**config.mk**
```make
export PLATFORM = sky130hd
export DESIGN_NAME = spi_wp_gate
export DESIGN_NICKNAME = d
export VERILOG_FILES = /design/src/rtl/wpg_pkg.sv /design/src/rtl/wpg_rst_sync.sv /design/src/rtl/wpg_region_cmp.sv /design/src/rtl/wpg_cmd_gate.sv /design/src/rtl/wpg_wel_clr.sv /design/src/rtl/spi_wp_gate.sv
export SDC_FILE = /design/constraint.sdc
export NUM_CORES = 1
export LEC_CHECK = 0
export ABC_AREA = 1
export BUFFER_PORTS_ARGS = -buffer_cell sky130_fd_sc_hd__clkbuf_2
export CORE_AREA = 2 2 39 41
export DETAILED_ROUTE_END_ITERATION = 10
export DIE_AREA = 0 0 41 43
export PLACE_DENSITY = 0.47
export SYNTH_ARGS = -nofsm -noshare
export SYNTH_HDL_FRONTEND = slang
export SYNTH_SLANG_ARGS = --single-unit
export TNS_END_PERCENT = 50
```
**constraint.sdc**
```tcl
create_clock -name clk -period 0.8 [get_ports clk]
set_input_delay 0.04 -clock clk [delete_from_list [all_inputs] [get_ports clk]]
set_output_delay 0.04 -clock clk [all_outputs]
set_load 0.005 [all_outputs]
```
**src/rtl/wpg_pkg.sv**
```systemverilog
package wpg_pkg;
  typedef enum logic [1:0] {
    PROT_NONE    = 2'b00,
    PROT_QUARTER = 2'b01,
    PROT_HALF    = 2'b10,
    PROT_ALL     = 2'b11
  } prot_code_e;
endpackage

```
**src/rtl/wpg_rst_sync.sv**
```systemverilog
module wpg_rst_sync #(
  parameter int STAGES = 2
) (
  input  logic clk,
  input  logic rst_n,
  output logic rst_sync_n
);
  logic [STAGES-1:0] chain_q;
  logic [STAGES-1:0] chain_d;

  always_comb begin
    chain_d = {chain_q[STAGES-2:0], 1'b1};
  end

  always_ff @(posedge clk or negedge rst_n) begin
    if (!rst_n) chain_q <= '0;
    else        chain_q <= chain_d;
  end

  assign rst_sync_n = chain_q[STAGES-1];
endmodule

```
**src/rtl/wpg_region_cmp.sv**
```systemverilog
module wpg_region_cmp
  import wpg_pkg::*;
(
  input  prot_code_e  code,
  input  logic        size_large,
  input  logic [2:0]  addr_hi,   // address bits 8:6
  output logic        hit
);
  logic [1:0] top;

  always_comb begin
    // Large array compares bits 8:7; small array compares bits 7:6 and drops bit 8
    top = size_large ? addr_hi[2:1] : addr_hi[1:0];
    unique case (code)
      PROT_NONE:    hit = 1'b0;
      PROT_QUARTER: hit = (top == 2'b11);
      PROT_HALF:    hit = top[1];
      PROT_ALL:     hit = 1'b1;
      default:      hit = 1'b1;
    endcase
  end
endmodule

```
**src/rtl/wpg_cmd_gate.sv**
```systemverilog
module wpg_cmd_gate #(
  parameter bit USE_REGION = 1'b1
) (
  input  logic stb,
  input  logic wp_n,
  input  logic wel,
  input  logic region_hit,
  output logic ok,
  output logic blocked
);
  logic permit;

  generate
    if (USE_REGION) begin : g_region
      always_comb permit = wp_n & wel & ~region_hit;
    end else begin : g_plain
      logic unused_hit;
      assign unused_hit = region_hit;
      always_comb permit = wp_n & wel;
    end
  endgenerate

  always_comb begin
    ok      = stb & permit;
    blocked = stb & ~permit;
  end
endmodule

```
**src/rtl/wpg_wel_clr.sv**
```systemverilog
module wpg_wel_clr (
  input  logic clk,
  input  logic rst_n,
  input  logic wp_n,
  output logic clr
);
  logic clr_d;
  logic clr_q;

  always_comb begin
    clr_d = ~wp_n;
  end

  always_ff @(posedge clk or negedge rst_n) begin
    if (!rst_n) clr_q <= 1'b0;
    else        clr_q <= clr_d;
  end

  assign clr = clr_q;
endmodule

```
**src/rtl/spi_wp_gate.sv**
```systemverilog
module spi_wp_gate
  import wpg_pkg::*;
#(
  parameter int ADDR_W      = 9,
  parameter int SYNC_STAGES = 2
) (
  input  logic              clk,
  input  logic              rst_n,
  input  logic [1:0]        bp_code,
  input  logic              wp_n,
  input  logic              size_large,
  input  logic              wel,
  input  logic [ADDR_W-1:0] addr,
  input  logic              arr_wr_stb,
  input  logic              sr_wr_stb,
  output logic              arr_wr_ok,
  output logic              arr_wr_blocked,
  output logic              sr_wr_ok,
  output logic              sr_wr_blocked,
  output logic              wel_clr
);
  localparam int HI_LSB = ADDR_W - 3;

  logic       rst_sync_n;
  logic       region_hit;
  logic [2:0] addr_hi;
  logic [HI_LSB-1:0] unused_addr_lo;

  assign addr_hi        = addr[ADDR_W-1:HI_LSB];
  assign unused_addr_lo = addr[HI_LSB-1:0];

  wpg_rst_sync #(.STAGES(SYNC_STAGES)) u_rst (
    .clk        (clk),
    .rst_n      (rst_n),
    .rst_sync_n (rst_sync_n)
  );

  wpg_region_cmp u_region (
    .code       (prot_code_e'(bp_code)),
    .size_large (size_large),
    .addr_hi    (addr_hi),
    .hit        (region_hit)
  );

  wpg_cmd_gate #(.USE_REGION(1'b1)) u_arr_gate (
    .stb        (arr_wr_stb),
    .wp_n       (wp_n),
    .wel        (wel),
    .region_hit (region_hit),
    .ok         (arr_wr_ok),
    .blocked    (arr_wr_blocked)
  );

  wpg_cmd_gate #(.USE_REGION(1'b0)) u_sr_gate (
    .stb        (sr_wr_stb),
    .wp_n       (wp_n),
    .wel        (wel),
    .region_hit (region_hit),
    .ok         (sr_wr_ok),
    .blocked    (sr_wr_blocked)
  );

  wpg_wel_clr u_clr (
    .clk   (clk),
    .rst_n (rst_sync_n),
    .wp_n  (wp_n),
    .clr   (wel_clr)
  );
endmodule

```
# After elaboration in Yosys (flattened, before gate mapping)
# Cells that the tools add are included.
# op_classes
n_mux,2
n_bitwise,10
n_eq_ne,4
reduce_logical,1
# op_table
cell,n
$and A1 B1 Y1,6
$eq A2 B2 Y1 const B,3
$not A1 Y1,4
$pmux W1 S4,1
$eq A2 B1 Y1 const B,1
$logic_not A2 Y1,1
$mux W2,1
# word_totals
in_bits,18
out_inout_bits,5
wordCells,19
regBits,3

# Longest topological paths before layout
# depth
word_depth,7
ltp_mapped,7
mapped_depth_nobuf,7

# Cells and area by module
# A second synthesis with hierarchy kept.
# unflattened
hier_cells,28
area_unflattened_um2,180.2
# by_module_without_submodules
mod,seq_area_each_um2,cells_each,area_each_um2,instances
wpg_region_cmp,0.0,14,53.8,1
wpg_rst_sync,50.0,3,53.8,1
wpg_wel_clr,25.0,2,28.8,1
wpg_cmd_gate at u_arr_gate,0.0,5,27.5,1
wpg_cmd_gate at u_sr_gate,0.0,4,16.3,1

# Least setup slack after synthesis
# OpenSTA, ideal clock, no wires.
# synth_path
path_kind,input port to output port
start,input port bp_code[1]
end,output port arr_wr_blocked
t_arrival_ns,0.442
required_ns,0.760
path_buffers,0
stages,7
setup_slack_ns,0.318
cell_sequence,inv_1 > nand2_1 > nor2_1 > nand2_1 > nand2_1 > nor2_1 > nor2_1
# synth_between
elab_chain_cells,6
word_cells_on_any_way,9
classes_between,eq/ne: 3; mux: 1; bitwise: 4; reduce/logical: 1
# synth_rtl
item,line_no,text
"start, declared",spi_wp_gate.sv:9,"input logic [1:0] bp_code,"
$eq A2 B2 Y1 (tied with other cells),wpg_region_cmp.sv:14,unique case (code)
$pmux W1 S4 *,wpg_region_cmp.sv:14,
$not A1 Y1 *,wpg_cmd_gate.sv:15,always_comb permit = wp_n & wel & ~region_hit;
$and A1 B1 Y1 *,wpg_cmd_gate.sv:15,
$not A1 Y1 *,wpg_cmd_gate.sv:25,blocked = stb & ~permit;
$and A1 B1 Y1 *,wpg_cmd_gate.sv:25,
"end, declared",spi_wp_gate.sv:17,"output logic arr_wr_blocked,"
# Mark *: on every way between the ends. The rest lies on a longest branch, timed or not.

# Worst setup path after layout
# Same ends and word-level chain as after synthesis.

==> results.json <==
{
  "ys_types": 7,
  "reg2reg_slack_ps": 340,
  "r2r_start": "u_rst.chain_q[0]",
  "portBuffers": 16,
  "clock_skew_ps": 0.272,
  "yosysWarningCount": 0,
  "grt_max_degree": 5,
  "hold_viol": 0,
  "clock-sinks": 3,
  "root_buffer": "clkbuf_4",
  "synthTopCellsByArea": "dfrtp_1 (39%), nand2_1 (25%), inv_1 (14%), nor2_1 (14%), nand3_1 (5.2%)",
  "die_x_um": 41,
  "crit_slowest_cell": "buf_2",
  "syn_area_per_cell_sq_um": 5.70,
  "final_max_slew_viol_count": 0,
  "coreArea_sq_um": 1380,
  "post-route-min-period_ps": 732,
  "critPathBufInv": 3,
  "top_level_ports": 23,
  "dp_slack_ps": 63.4,
  "critPathRequiredTime_ps": 760,
  "crit_path_max_incr_delay_ps": 110,
  "drive_gt1_frac": 0.464,
  "area_growth_pct": 85.2,
  "cp.arrival_ps": 690,
  "clk_path_buf_depth": 2,
  "synth_common_cells": "nand2_1 (13), inv_1 (7), nor2_1 (7)",
  "hp-class": "register to asynchronous set/reset pin",
  "via_per_inst": 3.65,
  "critPathKind": "input port to primary output",
  "antenna_found_initial": 0,
  "critical_path.top_delay_family": "simple AND/OR/NAND/NOR gates",
  "rows": 14,
  "cts_buffers": 3,
  "intPower_mw": 0.403,
  "power_switching_mw": 0.127,
  "p_seq_frac": 0.306,
  "diodes": 0,
  "async_reset_ff_frac": 1.00,
  "crit_fanout": 3,
  "synth-seq-cells": 3,
  "grt_use_total": 0.0681,
  "wl_per_cell_um": 6.82,
  "synth_ff_type": "dfrtp_1",
  "post_cts_buffers": 0,
  "cts-htree-levels": 1,
  "setup_viol": 0,
  "grt_pass1_vias": 240,
  "syn_area_sq_um": 194,
  "cts_tree": "done",
  "tns_ps": 0,
  "num_vias": 263,
  "outcome": "completed",
  "fin_crit_sh": 0.915,
  "fp.dieH_um": 43,
  "p_leak_nw": 0.224,
  "dp_hpwl_um": 388,
  "power_frac_comb": 0.204,
  "synth-edff-count": 0,
  "synth_area_leader_cell": "dfrtp_1",
  "synth_cells": 34,
  "clkTransAtPathRegs_ps": 30,
  "grt_pass1_wl_um": 793,
  "nets": 75,
  "critPathCaptureType": "primary output",
  "place_congestion": 0.701,
  "start_kind": "input port",
  "yosysMostFrequentCell": "nand2_1",
  "peakVddDrop_mv": 0.528,
  "first_iter_violations": 1,
  "crit_start": "bp_code[1]",
  "die_area_sq_um": 1760,
  "wirelength_um": 491,
  "ys_seq_area_frac": 0.387,
  "max_freq_ghz": 1.37,
  "setup_slack_ps": 67.6,
  "path_cells": "buf_6 > inv_4 > nand2_2 > nor2_2 > nand2_1 > nand2_1 > nor2_1 > nor2_1 > buf_2",
  "power.share.switching": 0.240,
  "yosysTopAreaCellShare": 0.387,
  "drc_errors": 0,
  "clk_latency_ps": 230,
  "ant_nets": 0,
  "drtPass1Iterations": 2,
  "p_per_area_nw_per_um2": 1480,
  "cap_violations": 0,
  "overflow": 0,
  "synth_nets": 52,
  "initial_core_util": 0.140,
  "power_frac_clock": 0.489
}
==> path summary, 6_finish.rpt <==
| kind | endpoint | cells past startpoint |
|---|---|---|
| setup / recovery | arr_wr_blocked | 9 |
| hold / removal | u_clr.clr | 0 |
| setup reg to reg | u_rst.chain_q[1] | 0 |
| hold reg to reg | u_clr.clr | 0 |
| max in group asynchronous | u_rst.chain_q[0] | 2 |
| min in group clk | u_rst.chain_q[1] | 0 |
==> power groups by stage <==
stage,registers [mW],logic [mW],clock network [mW]
detailed placement,0.164,0.0898,0
global placement,0.164,0.0894,0
CTS,0.163,0.0981,0.275
global route,0.164,0.127,0.283
finish,0.162,0.108,0.259
floorplan,0.164,0.0405,0
==> placed cells by master (no fill, tap or decap) <==
master,n
nand3_1,2
nand2_2,3
nor2_2,1
nor2_1,6
inv_4,1
clkbuf_1,1
buf_2,1
conb_1,1
inv_2,2
clkbuf_4,3
inv_1,5
clkbuf_2,14
dfrtp_1,3
nand2_1,10
buf_6,1
dlygate4sd3_1,2
==> per-stage QoR <==
stage	instance area [sq um]	hold WS, ps	total power [mW]	instances	util
final	359	1.09	0.530	72	0.259
after global routing	359	12.7	0.575	72	0.259
after CTS	340	4.00	0.536	72	0.246
after detailed placement	294	-171	0.254	66	0.212
after global placement	294	-172	0.253	66	0.212
after floorplan	194	-256	0.205	34	-
==> routing by layer <==
layer,global-route usage,part of all wire,vias up
met5,0,0,-
met4,0.0400,0,0
met3,0.0471,0.11,0
met2,0.109,0.51,11
met1,0.0573,0.38,115
li1,-,-,137
==> state kept, by name, summed over array words and instances (netlist names) <==
| signal | count |
|---|---|
| u_clr.clr | 1 |
| u_rst.chain_q | 2 |
==> what timing repair did <==
item	CTS	global route
resized for setup	0	11
endpoints found under the setup margin	0	2
hold buffers	2	0
endpoints found under the hold margin	3	0
==> logic make-up after synthesis <==
logic type | count (synthesis) | share of synthesized area
buffers and inverters | 8 | 0.155
other | 1 | 0.0193
and+or+nand+nor | 22 | 0.439
DFF | 3 | 0.387
==> cell type report <==
cell class                 instances  area [sq um]
timing repair buffer              18           106
inverter                           8          32.5
clock buffer                       4          26.3
tap                               16          20.0
fill                             161          1020
multi-input combinational         23          98.8
sequential                         3          75.1
(Power assumes the default switching activity.)
